File: src/rtl/tdr_pkg.sv
package tdr_pkg;
  localparam int FLAG_READY = 15;
  localparam int FLAG_WRAP  = 13;
  localparam int FLAG_LAST  = 11;
  localparam int CTRL_EN    = 1;
  localparam logic [1:0] CFG_CTRL = 2'd0;
  localparam logic [1:0] CFG_RING = 2'd1;
  localparam logic [1:0] CFG_KICK = 2'd2;

  typedef enum logic [2:0] {
    ST_IDLE, ST_DESC0, ST_DESC1, ST_RDW, ST_EMIT, ST_FLUSH, ST_WB
  } st_e;
endpackage

File: src/rtl/tdr_regs.sv
module tdr_regs
  import tdr_pkg::*;
#(
  parameter int AW = 32
) (
  input  logic          clk_i,
  input  logic          rst_ni,
  input  logic          cfg_we_i,
  input  logic [1:0]    cfg_addr_i,
  input  logic [AW-1:0] cfg_wdata_i,
  output logic          en_o,
  output logic [AW-1:0] ring_base_o,
  output logic          base_load_o,
  output logic [AW-1:0] base_val_o,
  output logic          kick_o
);
  logic unused_bit;
  assign unused_bit = cfg_wdata_i[0];

  assign base_val_o  = {cfg_wdata_i[AW-1:2], 2'b00};
  assign base_load_o = cfg_we_i && (cfg_addr_i == CFG_RING);
  assign kick_o      = cfg_we_i && (cfg_addr_i == CFG_KICK) && en_o;

  always_ff @(posedge clk_i or negedge rst_ni) begin
    if (!rst_ni) begin
      en_o        <= 1'b0;
      ring_base_o <= '0;
    end else begin
      if (cfg_we_i && cfg_addr_i == CFG_CTRL) en_o <= cfg_wdata_i[CTRL_EN];
      if (base_load_o) ring_base_o <= base_val_o;
    end
  end
endmodule

File: src/rtl/tdr_len_cap.sv
module tdr_len_cap #(
  parameter int MAX_FRAME = 2032,
  parameter int CNT_W     = $clog2(MAX_FRAME + 1)
) (
  input  logic [CNT_W-1:0] cnt_i,
  input  logic [15:0]      len_i,
  output logic [15:0]      take_o,
  output logic             trunc_o
);
  logic [16:0] room;
  logic unused_room;
  assign room        = 17'(MAX_FRAME) - 17'(cnt_i);
  assign unused_room = room[16];
  assign trunc_o     = {1'b0, len_i} > room;
  assign take_o      = trunc_o ? room[15:0] : len_i;
endmodule

File: src/rtl/tdr_byte_out.sv
module tdr_byte_out (
  input  logic       clk_i,
  input  logic       rst_ni,
  input  logic       push_i,
  input  logic [7:0] push_data_i,
  output logic       push_ack_o,
  input  logic       flush_i,
  output logic       flush_ack_o,
  output logic       tx_valid_o,
  output logic [7:0] tx_data_o,
  output logic       tx_last_o,
  input  logic       tx_ready_i
);
  // one byte is held back until it is known whether it ends the frame
  logic       h_vld;
  logic [7:0] h_data;
  logic       out_free;

  assign out_free    = !tx_valid_o || tx_ready_i;
  assign push_ack_o  = push_i  && (!h_vld || out_free);
  assign flush_ack_o = flush_i && (!h_vld || out_free);

  always_ff @(posedge clk_i or negedge rst_ni) begin
    if (!rst_ni) begin
      h_vld      <= 1'b0;
      h_data     <= '0;
      tx_valid_o <= 1'b0;
      tx_data_o  <= '0;
      tx_last_o  <= 1'b0;
    end else begin
      if (tx_valid_o && tx_ready_i) tx_valid_o <= 1'b0;
      if (push_ack_o) begin
        if (h_vld) begin
          tx_valid_o <= 1'b1;
          tx_data_o  <= h_data;
          tx_last_o  <= 1'b0;
        end
        h_vld  <= 1'b1;
        h_data <= push_data_i;
      end else if (flush_ack_o && h_vld) begin
        tx_valid_o <= 1'b1;
        tx_data_o  <= h_data;
        tx_last_o  <= 1'b1;
        h_vld      <= 1'b0;
      end
    end
  end

  a_r11_hold_stall: assert property (@(posedge clk_i) disable iff (!rst_ni)
    tx_valid_o && !tx_ready_i |=> tx_valid_o && $stable(tx_data_o) && $stable(tx_last_o));
endmodule

File: src/rtl/tx_desc_ring.sv
module tx_desc_ring
  import tdr_pkg::*;
#(
  parameter int MAX_FRAME = 2032
) (
  input  logic        clk_i,
  input  logic        rst_ni,
  input  logic        cfg_we_i,
  input  logic [1:0]  cfg_addr_i,
  input  logic [31:0] cfg_wdata_i,
  output logic        busy_o,
  output logic        mem_req_o,
  output logic        mem_we_o,
  output logic [31:0] mem_addr_o,
  output logic [31:0] mem_wdata_o,
  input  logic [31:0] mem_rdata_i,
  input  logic        mem_ready_i,
  output logic        tx_valid_o,
  output logic [7:0]  tx_data_o,
  output logic        tx_last_o,
  input  logic        tx_ready_i,
  output logic        evt_txb_o,
  output logic        evt_txf_o,
  output logic        evt_babble_o
);
  localparam int CNT_W = $clog2(MAX_FRAME + 1);

  st_e              st_q;
  logic [31:0]      cur_q, dptr_q, word_q;
  logic [15:0]      flags_q, len_q, rem_q;
  logic [CNT_W-1:0] fcnt_q;
  logic             en, base_load, kick;
  logic [31:0]      ring_base, base_val;
  logic [15:0]      take;
  logic             trunc, hs;
  logic             push_ack, flush_ack;
  logic [7:0]       cur_byte;

  tdr_regs #(.AW(32)) u_regs (
    .clk_i, .rst_ni, .cfg_we_i, .cfg_addr_i, .cfg_wdata_i,
    .en_o(en), .ring_base_o(ring_base), .base_load_o(base_load),
    .base_val_o(base_val), .kick_o(kick)
  );

  tdr_len_cap #(.MAX_FRAME(MAX_FRAME), .CNT_W(CNT_W)) u_cap (
    .cnt_i(fcnt_q), .len_i(len_q), .take_o(take), .trunc_o(trunc)
  );

  always_comb begin
    case (dptr_q[1:0])
      2'd0:    cur_byte = word_q[31:24];
      2'd1:    cur_byte = word_q[23:16];
      2'd2:    cur_byte = word_q[15:8];
      default: cur_byte = word_q[7:0];
    endcase
  end

  tdr_byte_out u_out (
    .clk_i, .rst_ni,
    .push_i(st_q == ST_EMIT), .push_data_i(cur_byte), .push_ack_o(push_ack),
    .flush_i(st_q == ST_FLUSH), .flush_ack_o(flush_ack),
    .tx_valid_o, .tx_data_o, .tx_last_o, .tx_ready_i
  );

  always_comb begin
    mem_req_o   = 1'b0;
    mem_we_o    = 1'b0;
    mem_addr_o  = cur_q;
    mem_wdata_o = {1'b0, flags_q[14:0], len_q};
    case (st_q)
      ST_DESC0: mem_req_o = 1'b1;
      ST_DESC1: begin mem_req_o = 1'b1; mem_addr_o = cur_q + 32'd4; end
      ST_RDW:   begin mem_req_o = 1'b1; mem_addr_o = {dptr_q[31:2], 2'b00}; end
      ST_WB:    begin mem_req_o = 1'b1; mem_we_o = 1'b1; end
      default:  ;
    endcase
  end

  assign hs     = mem_req_o && mem_ready_i;
  assign busy_o = (st_q != ST_IDLE);

  always_ff @(posedge clk_i or negedge rst_ni) begin
    if (!rst_ni) begin
      st_q <= ST_IDLE;
      cur_q <= '0; dptr_q <= '0; word_q <= '0;
      flags_q <= '0; len_q <= '0; rem_q <= '0; fcnt_q <= '0;
      evt_txb_o <= 1'b0; evt_txf_o <= 1'b0; evt_babble_o <= 1'b0;
    end else begin
      evt_txb_o    <= 1'b0;
      evt_txf_o    <= 1'b0;
      evt_babble_o <= 1'b0;
      case (st_q)
        ST_IDLE: if (kick) st_q <= ST_DESC0;
        ST_DESC0: if (hs) begin
          flags_q <= mem_rdata_i[31:16];
          len_q   <= mem_rdata_i[15:0];
          st_q    <= mem_rdata_i[16+FLAG_READY] ? ST_DESC1 : ST_IDLE;
        end
        ST_DESC1: if (hs) begin
          dptr_q       <= mem_rdata_i;
          rem_q        <= take;
          fcnt_q       <= fcnt_q + take[CNT_W-1:0];
          evt_babble_o <= trunc;
          if (take != 16'd0)           st_q <= ST_RDW;
          else if (flags_q[FLAG_LAST]) st_q <= ST_FLUSH;
          else                         st_q <= ST_WB;
        end
        ST_RDW: if (hs) begin
          word_q <= mem_rdata_i;
          st_q   <= ST_EMIT;
        end
        ST_EMIT: if (push_ack) begin
          dptr_q <= dptr_q + 32'd1;
          rem_q  <= rem_q - 16'd1;
          if (rem_q == 16'd1)           st_q <= flags_q[FLAG_LAST] ? ST_FLUSH : ST_WB;
          else if (dptr_q[1:0] == 2'd3) st_q <= ST_RDW;
        end
        ST_FLUSH: if (flush_ack) begin
          fcnt_q    <= '0;
          evt_txf_o <= 1'b1;
          st_q      <= ST_WB;
        end
        ST_WB: if (hs) begin
          evt_txb_o <= 1'b1;
          cur_q     <= flags_q[FLAG_WRAP] ? ring_base : cur_q + 32'd8;
          st_q      <= ST_DESC0;
        end
        default: st_q <= ST_IDLE;
      endcase
      if (base_load && st_q == ST_IDLE) cur_q <= base_val;
    end
  end

  a_r8_frame_cap: assert property (@(posedge clk_i) disable iff (!rst_ni)
    32'(fcnt_q) <= MAX_FRAME);
  a_r2_start_needs_en: assert property (@(posedge clk_i) disable iff (!rst_ni)
    $rose(busy_o) |-> $past(cfg_we_i && cfg_addr_i == CFG_KICK && en));
  a_r3_mem_hold: assert property (@(posedge clk_i) disable iff (!rst_ni)
    mem_req_o && !mem_ready_i |=> mem_req_o && $stable(mem_addr_o) && $stable(mem_we_o));
  a_r5_txb_after_wb: assert property (@(posedge clk_i) disable iff (!rst_ni)
    evt_txb_o |-> $past(mem_req_o && mem_we_o && mem_ready_i));
endmodule

File: config.mk
export PLATFORM = sky130hd
export DESIGN_NAME = tx_desc_ring
export DESIGN_NICKNAME = d
export VERILOG_FILES = /design/src/rtl/tdr_pkg.sv /design/src/rtl/tdr_regs.sv /design/src/rtl/tdr_len_cap.sv /design/src/rtl/tdr_byte_out.sv /design/src/rtl/tx_desc_ring.sv
export SDC_FILE = /design/constraint.sdc
export NUM_CORES = 1
export LEC_CHECK = 0
export BUFFER_PORTS_ARGS = -buffer_cell sky130_fd_sc_hd__buf_2
export CAP_MARGIN = 10
export CORE_ASPECT_RATIO = 1.25
export CORE_MARGIN = 1.5
export CORE_UTILIZATION = 57
export CTS_CLUSTER_DIAMETER = 30
export CTS_CLUSTER_SIZE = 30
export DETAILED_ROUTE_END_ITERATION = 16
export GPL_TIMING_DRIVEN = 0
export PLACE_DENSITY = 0.86
export SLEW_MARGIN = 15
export SYNTH_ARGS = -nofsm -noshare
export SYNTH_HDL_FRONTEND = slang
export SYNTH_SLANG_ARGS = --single-unit
File: constraint.sdc
create_clock -name clk_i -period 6.9 [get_ports clk_i]
set_input_delay 0.345 -clock clk_i [delete_from_list [all_inputs] [get_ports clk_i]]
set_output_delay 0.345 -clock clk_i [all_outputs]
set_load 0.02 [all_outputs]
### Word level (Yosys, flattened, before mapping)

Index checks and enable logic that the tools add are counted.

| word-level totals | value |
|---|---|
| bits in registers | 210 |
| latch bits | 0 |
| bits in writable memories | 0 |
| memory bits (read-only) | 0 |
| output and inout bits | 80 |
| memories | 0 |

| operators by class | value |
|---|---|
| $add $sub $neg | 6 |
| multiply operators | 0 |
| divide/modulo/power cells | 0 |
| magnitude comparators | 1 |
| eq/ne operators | 21 |
| shifts and indexed selects | 0 |
| muxes and demuxes | 49 |
| bitwise gates (word level) | 0 |
| reduce and logical (&&, ||, !) cells | 32 |

Operators with widths:

| operator | number |
|---|---|
| 32-bit 2-to-1 mux | 6 |
| 32-bit one-hot mux with 2 select lines | 2 |
| 16-bit 2-to-1 mux | 3 |
| 32-bit by 1-bit adder with 32-bit output, second input constant | 1 |
| 32-bit by 3-bit adder with 32-bit output, second input constant | 1 |
| 32-bit by 4-bit adder with 32-bit output, second input constant | 1 |
| 16-bit one-hot mux with 2 select lines | 1 |
| 3-bit 2-to-1 mux | 10 |
| 8-bit 2-to-1 mux | 3 |
| 8-bit one-hot mux with 3 select lines | 1 |
| 11-bit 2-to-1 mux | 2 |
| 11-bit one-hot mux with 2 select lines | 1 |
| 3-bit one-hot mux with 7 select lines | 1 |
| 16-bit by 17-bit greater-than comparator with 1-bit output | 1 |
| 1-bit 2-to-1 mux | 17 |
| 16-bit by 1-bit equality test with 1-bit output, second input constant | 1 |
| 16-bit nonzero test | 1 |
| 16-bit by 1-bit subtractor with 16-bit output, second input constant | 1 |
| 2-bit inequality test, second input constant | 7 |
| 11-bit by 11-bit subtractor with 12-bit output, first input constant | 1 |
| 11-bit adder | 1 |
| 1-bit logical AND | 10 |
| 2-bit nonzero test | 5 |
| 3-bit equality test, second input constant | 3 |
| 16 further kinds | 28 |

### Depth between registers and ports, before layout

Gate-level depths: netlist (run 1).

| logic depth | value |
|---|---|
| word-level depth | 7 |
| depth in mapped cells | 26 |
| depth with buffers taken out | 25 |

### By module

A second synthesis (run 1) with hierarchy kept.

| unflattened totals | value |
|---|---|
| cells, all modules | 1,439 |
| area total of the unflattened synthesis | 13,464.2 um^2 |

By module, submodules not included:

| module | times used | cells an instance | area each (um^2) | seq. area each (um^2) |
|---|---|---|---|---|
| tx_desc_ring | 1 | 1,181 | 10,317.4 | 4,003.8 |
| tdr_regs | 1 | 104 | 1,567.8 | 775.7 |
| tdr_len_cap | 1 | 108 | 814.5 | 0.0 |
| tdr_byte_out | 1 | 46 | 764.5 | 475.5 |

### Worst setup path before layout (run 1)

OpenSTA, ideal clock, no wires.

| timing path | value |
|---|---|
| kind | register -> register |
| from | register fcnt_q[1] |
| to | register fcnt_q[10] |
| setup time | 0.126 ns |
| data arrival time | 5.124 ns |
| required time | 6.774 ns |
| setup slack | 1.650 ns |
| cell stages (with the launch flop) | 27 |
| path buffers | 1 |
| period minus slack after synthesis | 5.250 ns |
| cells stage by stage | dfrtp_1 > inv_1 > ha_1 > nor3b_1 > nor2_1 > and3_1 > xor2_1 > ha_1 > nand4_1 > or4_1 > a31oi_2 > a21oi_1 > nor2_2 > buf_6 > nand2_1 > o21ai_1 > ha_1 > inv_1 > fa_1 > nor2b_1 > o21ai_0 > a21oi_1 > o41ai_1 > o21ai_0 > nand3_1 > and4b_1 > a221o_1 |

| on the way | value |
|---|---|
| word-level cells in the longest chain between the ends | 6 |

Ends and longest elaborated chain:

| what | RTL line | source |
|---|---|---|
| from (decl) | tx_desc_ring.sv:31 | `logic [CNT_W-1:0] fcnt_q;` |
| from (signal assigned) | tx_desc_ring.sv:102 | `fcnt_q <= fcnt_q + take[CNT_W-1:0];` |
| 11-bit by 11-bit subtractor with 12-bit output | tdr_len_cap.sv:12 | `assign room = 17'(MAX_FRAME) - 17'(cnt_i);` |
| 16-bit by 17-bit greater-than comparator with 1-bit output | tdr_len_cap.sv:14 | `assign trunc_o = {1'b0, len_i} > room;` |
| 16-bit 2-to-1 mux | tdr_len_cap.sv:15 | `assign take_o = trunc_o ? room[15:0] : len_i;` |
| 11-bit adder (*) | tx_desc_ring.sv:102 |  |
| 11-bit 2-to-1 mux (*) | tx_desc_ring.sv:99 | `ST_DESC1: if (hs) begin` |
| 11-bit one-hot mux with 2 select lines (*) | tx_desc_ring.sv:92 | `case (st_q)` |

Mark *: on every way between the ends. The rest lies on a longest branch, timed or not. The select of a mux whose other input is x is not followed.
A chain may end at the register's enable or synchronous reset.

### Final worst setup path (run 1)

| timing path | value |
|---|---|
| from | register fcnt_q[0] |
| to | register fcnt_q[10] |

Same word-level chain as after synthesis.

==> results of run 1 <==
[layout make-up]
class	instances	area share, %
multi-input cells	1035	43.73
flip-flops and latches	208	34.67
clock buffers	51	7.917
repair buffers	150	5.417
plain buffers	97	2.642
clock inverters	32	2.467
well taps	274	2.284
inverters	35	0.8751
[timing repair]
item / 4_1_cts / 5_1_grt
hold endpoints to repair: 101 / 0
hold buffers: 1 / 0
endpoints found under the setup margin: 0 / 0
[metal layers]
metal	part of all wire, %	vias to the layer above	GRT usage, %
met2	48	741	60.49
met4	6.8	2	23.05
met3	7.7	184	5.752
met5	0.032	-	0
met1	37	5789	44.26
li1	-	5444	-
[power groups by stage]
stage	Clock, mW	Combinational, mW	Sequential [mW]
after global placement	0	3.84	2.26
after CTS	2.19	4.00	2.29
after detailed placement	0	3.96	2.29
after floorplan	0	2.67	2.26
after global routing	2.27	4.41	2.38
final	2.19	4.08	2.32
[stage by stage]
stage / hold WS, ns / instance area (sq um) / std cells / power, mW
finish: 0.01665 / 15010 / 1882 / 8.585
global route: 0.02365 / 15010 / 1882 / 9.053
CTS: 0.01606 / 15010 / 1882 / 8.479
detailed placement: 0.4047 / 13440 / 1798 / 6.250
global placement: 0.4680 / 13370 / 1795 / 6.103
floorplan: 0.04941 / 12290 / 1375 / 4.932
[sequential cells by signal (all words and copies together) (netlist names)]
name and cells:
dptr_q 32, word_q 32, cur_q 30, u_regs.ring_base_o 30
len_q 16, rem_q 16, flags_q 15, fcnt_q 11
u_out.h_data 8, u_out.tx_data_o 8, st_q 3, evt_babble_o 1
evt_txb_o 1, evt_txf_o 1, u_out.h_vld 1, u_out.tx_last_o 1
u_out.tx_valid_o 1, u_regs.en_o 1
[cells by family after synthesis]
group,after synthesis,synth area share (%)
AOI/OAI and AO/OA,435,20.47
xor gates and xnor gates,38,2.709
adders and majority gates,37,3.830
buffers and inverters,132,4.298
DFF,208,42.37
muxes,114,10.31
other,1,0.03053
and+or+nand+nor,408,15.98
[worst max-delay path: cells and delay by family, from the launching register on]
| kind | cells | cell delay [ns] |
|---|---|---|
| xor+xnor | 1 | 0.24 |
| compound gates | 8 | 2.12 |
| simple gates | 7 | 1.75 |
| fa+ha+maj | 3 | 0.74 |
| mux | 1 | 0.38 |
| flops | 1 | 0.50 |
| buf+inv | 4 | 0.46 |
[cell usage in the layout, fill, tap and decap left out, types with 5 or more instances in the layout]
cell type	n
dfrtp_1	208
a21oi_1	163
buf_2	148
o21ai_0	145
nand2_1	129
mux2_2	100
nor2_1	94
clkbuf_1	81
nand3_1	45
clkbuf_16	45
ha_1	36
inv_1	35
nor3_1	33
a22oi_1	33
o22ai_1	21
xnor2_1	20
xor2_1	18
nand4_1	17
and3_1	17
nor4_1	14
mux2i_1	14
a31oi_1	13
or3_1	11
buf_1	10
a222oi_1	8
inv_6	8
nor2b_1	7
o22a_1	7
clkinv_2	7
nand2b_1	6
clkinvlp_4	6
a21o_1	5
clkbuf_8	5
and2_1	5
o21ai_1	5
bufinv_16	5
[worst paths after layout]
check                           slack [ns]                to  cells past startpoint       startpoint
max in group asynchronous             5.58         dptr_q[8]                      4           rst_ni
worst min register to register        0.49   u_out.h_data[7]                      2  u_out.h_data[7]
min in group asynchronous             0.40         cur_q[24]                      3           rst_ni
worst max register to register        0.55        fcnt_q[10]                     24        fcnt_q[0]
worst min-delay path                  0.02  u_out.tx_valid_o                      2       tx_ready_i
worst max-delay path                  0.55        fcnt_q[10]                     24        fcnt_q[0]
==> results.sh, run 1 <==
export IMPL_layout_min_cycle_time_ns=6.346
export IMPL_grt_pass1_vias=11870
export IMPL_clockPowerShare_pct=25.5
export IMPL_relSlewSlack_pct=23.93
export IMPL_finalHoldViolCount=0
export IMPL_combPwrFrac_pct=47.5
export IMPL_critPathLaunchType="flop"
export IMPL_coreArea_sq_um=20970
export IMPL_clkTransAtPathRegs_ns=0.05
export IMPL_hpwl_um=29820
export IMPL_grt_overflow_total=0
export IMPL_grt_start_max_net_pins=108
export IMPL_antenna_left=0
export IMPL_nFillCells=1594
export IMPL_ys_types=68
export IMPL_p_leak_nw=6.490
export IMPL_vias=12160
export IMPL_worst_slack_ns=0.5536
export IMPL_drt_iter0_drc=1463
export IMPL_fin_util_pct=71.61
export IMPL_seqPwrFrac_pct=27.0
export IMPL_syn_inst=1373
export IMPL_layout_nets=1680
export IMPL_ys_seq_area_share_pct=42.37
export IMPL_cp_arrival_ns=6.78
export IMPL_syn2layout_area_growth_pct=22.21
export IMPL_min_path_type="in2reg"
export IMPL_synth_edff_count=0
export IMPL_crit_required_ns=7.33
export IMPL_ios=151
export IMPL_switching_power_mw=3.878
export IMPL_h_tree_depth=2
export IMPL_vias_per_cell=6.461
export IMPL_path_cells="inv_1, ha_1, nor3b_1, nor4b_1, xnor2_1, inv_1, ha_1, nand4_1, or4_1, a31oi_2, a21oi_1, nor2_2, buf_6, mux2_2, inv_1, fa_1, nor2b_1, o21ai_0, a21oi_1, o41ai_1, o21ai_0, a21oi_2, and4b_1, a221o_1"
export IMPL_post_drt_wl_per_cell_um=21.77
export IMPL_p_sw_share_pct=45.17
export IMPL_drive_gt1_share_pct=21.83
export IMPL_power_density_nw_per_um2=571.8
export IMPL_synth_seq_cells=208
export IMPL_synth_avg_cell_area_sq_um=8.947
export IMPL_cts_tree="built"
export IMPL_critPathMaxFanout=10
export IMPL_die_h_um=167.1
export IMPL_fin_setup_tns_ns=0
export IMPL_antenna_found_initial=1
export IMPL_io_buffer_count=146
export IMPL_rows=59
export IMPL_fin_skew_ns=0.02456
export IMPL_grt_total_usage_pct=36.48
export IMPL_post_place_ws_ns=0.6574
export IMPL_drt_total_wl_um=40970
export IMPL_endpoint_kind="flop"
export IMPL_ir_worst_vdd_uv=412.4
export IMPL_synth_most_common_cell="dfrtp_1"
export IMPL_multi_input_area_sq_um=6565
export IMPL_root_buffer="clkbuf_16"
export IMPL_cts_resized_gates=0
export IMPL_regArea_sq_um=5205
export IMPL_status="complete, no violations"
export IMPL_grt_pass1_wl_um=64130
export IMPL_p_int_mw=4.707
export IMPL_dr_pass1_iters=6
export IMPL_clockBufferDepth=3
export IMPL_postCtsSetupRepairBufs=0
export IMPL_setup_viol=0
export IMPL_cpPeakStageDelay_ns=0.52
export IMPL_yosysTopAreaCellShare_pct=42.37
export IMPL_synth_top_cells_by_area="dfrtp_1, mux2_2, a21oi_1"
export IMPL_drv_slew=0
export IMPL_rsz0062_at_grt="false"
export IMPL_drc=0
export IMPL_period_share_pct=91.98
export IMPL_fp_dieArea_sq_um=22450
export IMPL_critPathSlowestCell="or4_1"
export IMPL_syn_area_sq_um=12280
export IMPL_fp_dieW_um=134.3
export IMPL_cpMostUsedCell="inv_1"
export IMPL_cts_sinks=208
export IMPL_ys_warn_count=0
export IMPL_cts_buffers=45
export IMPL_antenna_cells=0
export IMPL_synthFlopType="dfrtp_1"
export IMPL_max_freq_mhz=157.6
export IMPL_tightest_slew_ns=1.136
export IMPL_worstSetupPathType="reg2reg"
export IMPL_synthArstFlopShare_pct=100.0
export IMPL_start_util_pct=58.59
export IMPL_cap_violations=0
export IMPL_ys_top_cells_by_count="dfrtp_1, a21oi_1, o21ai_0"
export IMPL_clk_latency_ns=0.55
export IMPL_place_congestion=0.9845
export IMPL_yosysTopAreaCell="dfrtp_1"
Power figures use the tool's default switching activity.
==> run 2, diff against run 1 <==
--- a/config.mk
+++ b/config.mk
@@ -5,6 +5,7 @@
 export SDC_FILE = /design/constraint.sdc
 export NUM_CORES = 1
 export LEC_CHECK = 0
+export ABC_AREA = 1
 export BUFFER_PORTS_ARGS = -buffer_cell sky130_fd_sc_hd__buf_2
 export CAP_MARGIN = 10
 export CORE_ASPECT_RATIO = 1.25
==> run 2 against run 1 <==
  * Utilization down 1.7 points
  * Combinational power up 5%
  * Worst hold slack better by 0.036 ns
  * Maximum frequency up 39%
  * Register-to-register slack better by 1.8 ns
  * Critical path depth up 3
  * Clock skew up 0.0050 ns
  * Sequential power down 2%
==> results.sh, run 2 <==
export IMPL_timing_hold_ws_ns=0.05281
export IMPL_multi_input_area_sq_um=6553
export IMPL_cts_tree="built"
export IMPL_power_density_nw_per_um2=550.3
export IMPL_ys_types=57
export IMPL_cap_violations=0
export IMPL_tightest_slew_ns=0.8250
export IMPL_status="complete, no violations"
export IMPL_place_congestion=1.064
export IMPL_vias_per_cell=6.014
export IMPL_critPathLaunchType="flop"
export IMPL_rows=61
export IMPL_crit_required_ns=7.30
export IMPL_syn2layout_area_growth_pct=20.08
export IMPL_ir_worst_vdd_uv=399.6
export IMPL_dp_cells=2192
export IMPL_drc=0
export IMPL_yosysTopAreaCell="dfrtp_1"
export IMPL_layout_min_cycle_time_ns=4.579
export IMPL_start_util_pct=58.21
export IMPL_hold_depth=3
export IMPL_seqPwrFrac_pct=26.4
export IMPL_clk_latency_ns=0.53
export IMPL_rsz0062_at_grt="false"
export IMPL_clkTransAtPathRegs_ns=0.05
export IMPL_layout_nets=2061
export IMPL_hold_start="cfg_wdata_i[4]"
export IMPL_post_drt_wl_per_cell_um=19.10
export IMPL_p_sw_share_pct=48.13
export IMPL_period_share_pct=66.36
export IMPL_mostFrequentLayoutCell="nand2_1"
export IMPL_combPwrFrac_pct=49.8
export IMPL_antenna_cells=0
export IMPL_drv_slew=0
export IMPL_cts_resized_gates=0
export IMPL_worstSetupPathType="reg2reg"
export IMPL_fp_dieW_um=138.2
export IMPL_rr_endpoint="fcnt_q[8]"
export IMPL_finalHoldViolCount=0
export IMPL_reg2reg_depth=27
export IMPL_top_regs="dptr_q x32, word_q x32"
export IMPL_ys_warn_count=0
export IMPL_antenna_found_initial=0
export IMPL_switching_power_mw=4.140
export IMPL_fin_setup_tns_ns=0
export IMPL_p_int_mw=4.461
export IMPL_vias=13650
export IMPL_cts_buffers=41
export IMPL_drive_gt1_share_pct=15.36
export IMPL_fp_dieArea_sq_um=23760
export IMPL_mostFrequentLayoutCells="nand2_1, inv_1, o21ai_0"
export IMPL_syn_inst=1759
export IMPL_relSlewSlack_pct=45.00
export IMPL_min_path_type="in2reg"
export IMPL_syn_area_sq_um=13020
export IMPL_synth_top_cells_by_area="dfrtp_1, nand2_1, o21ai_0"
export IMPL_endpoint_kind="flop"
export IMPL_hpwl_um=32470
export IMPL_synthFlopType="dfrtp_1"
export IMPL_r2r_start="fcnt_q[0]"
export IMPL_fin_util_pct=69.90
export IMPL_grt_start_max_net_pins=84
export IMPL_synth_avg_cell_area_sq_um=7.401
export IMPL_root_buffer="clkbuf_16"
export IMPL_grt_overflow_total=0
export IMPL_io_buffer_count=146
export IMPL_ys_top_cells_by_count="nand2_1, inv_1, o21ai_0"
export IMPL_max_freq_mhz=218.4
export IMPL_cts_sinks=208
export IMPL_p_total_mw=8.601
export IMPL_synth_seq_cells=208
export IMPL_h_tree_depth=2
export IMPL_regArea_sq_um=5205
export IMPL_clockPowerShare_pct=23.9
export IMPL_yosysTopAreaCellShare_pct=39.98
export IMPL_grt_total_usage_pct=36.15
export IMPL_drt_iter0_drc=1165
export IMPL_ios=151
export IMPL_final_cells=2269
export IMPL_die_h_um=172.0
export IMPL_ys_seq_area_share_pct=39.98
export IMPL_min_to="u_regs.ring_base_o[4]"
export IMPL_setup_viol=0
export IMPL_synthArstFlopShare_pct=100.0
export IMPL_fin_skew_ns=0.02955
export IMPL_p_leak_nw=7.648
export IMPL_synth_most_common_cell="nand2_1"
export IMPL_antenna_left=0
export IMPL_clockBufferDepth=3
export IMPL_drt_total_wl_um=43340
export IMPL_grt_pass1_wl_um=68210
export IMPL_synth_edff_count=0
export IMPL_dr_pass1_iters=6
export IMPL_coreArea_sq_um=22360
export IMPL_grt_pass1_vias=13300
export IMPL_cp_arrival_ns=4.97
export IMPL_critPathMaxFanout=10
export IMPL_nFillCells=1802
export IMPL_reg2reg_slack_ns=2.32
run 2: cell count changes after synthesis, moves of 17 or more:
cell,before,now
nor2_1,94,115
xor2_1,18,39
nand3_1,45,62
inv_1,35,235
a21oi_1,163,85
nand2_1,129,402
o211ai_1,1,29
xnor2_1,20,1
o221ai_1,0,52
a22oi_1,33,2
mux2_2,100,1
clkbuf_1,79,54
o21ai_0,145,222
run 2: worst max-delay path, stage by stage, from the launching register on:
cell and delay (ns):
dfrtp_1 0.47, inv_1 0.11, ha_1 0.19, nand3_1 0.19, nand2_1 0.17, xor2_1 0.25
inv_1 0.08, ha_1 0.32, nand2_1 0.09, nor2_1 0.16, nand3_1 0.09, nor2_1 0.09
nor2_1 0.06, nand2_2 0.13, buf_2 0.27, nand3_2 0.10, nand2_2 0.12, ha_1 0.25
inv_1 0.08, fa_1 0.41, inv_1 0.13, a21oi_1 0.09, inv_1 0.08, a21oi_1 0.07
o21ai_0 0.20, a21oi_1 0.09, o21ai_0 0.08, o21ai_0 0.10
run 2: how the worst max path moves through the flow:
| stage | from | endpoint | slack (ns) | cells past startpoint |
|---|---|---|---|---|
| 2_1_floorplan | fcnt_q[1] | fcnt_q[8] | 3.15 | 27 |
| 3_3_place_gp | rst_ni | u_regs.ring_base_o[28] | 1.99 | 1 |
| 3_5_place_dp | fcnt_q[0] | fcnt_q[8] | 2.40 | 27 |
| 4_1_cts | fcnt_q[0] | fcnt_q[8] | 2.37 | 27 |
| 5_1_grt | fcnt_q[1] | fcnt_q[8] | 1.87 | 27 |
| 6_report | fcnt_q[0] | fcnt_q[8] | 2.32 | 27 |
run 2: metal layers:
| layer | track usage, % | up-vias | part of all wire (%) |
|---|---|---|---|
| li1 | - | 6279 | - |
| met1 | 42.65 | 6412 | 38 |
| met2 | 61.28 | 769 | 47 |
| met3 | 6.591 | 185 | 9.0 |
| met4 | 23.20 | 0 | 6.6 |
| met5 | 0 | - | 0 |
run 2: repair_timing:
item | in CTS | in global routing
buffers inserted | 0 | 0
hold buffers | 1 | 0
hold endpoints to repair | 45 | 0
run 2: layout make-up:
| type | instances | area share (%) |
|---|---|---|
| well taps | 283 | 2.265 |
| flip-flops and latches | 208 | 33.30 |
| clock buffers | 50 | 7.372 |
| plain buffers | 77 | 2.177 |
| clock inverters | 26 | 1.881 |
| inverters | 247 | 5.931 |
| multi-input cells | 1229 | 41.92 |
| repair buffers | 149 | 5.155 |
run 2: cells by family (layout without fill, tap and decap cells):
logic type      count (synthesis)  after routing  synth area share [%]
compound gates                463            463                 20.72
xor+xnor                       40             40                 2.691
fa+ha+maj                      37             37                 3.614
buf+inv                       324            549                 9.737
flops                         208            208                 39.98
mux                             1              1               0.08650
other cells                     1              3               0.02881
simple gates                  685            685                 23.14
run 2: power groups by stage:
stage                     Combinational [mW]  Sequential, mW  Clock [mW]
after floorplan                         2.82            2.23           0
after global placement                  4.04            2.24           0
after detailed placement                4.14            2.25           0
after CTS                               4.19            2.25        2.06
after global routing                    4.71            2.32        2.12
final                                   4.28            2.27        2.06
run 2: through the flow:
step           area [sq um]  setup slack [ns]
6_report              15630             2.321
3_3_place_gp          14110             1.992
4_1_cts               15630             2.366
3_5_place_dp          14170             2.401
2_1_floorplan         13030             3.147
5_1_grt               15630             1.866
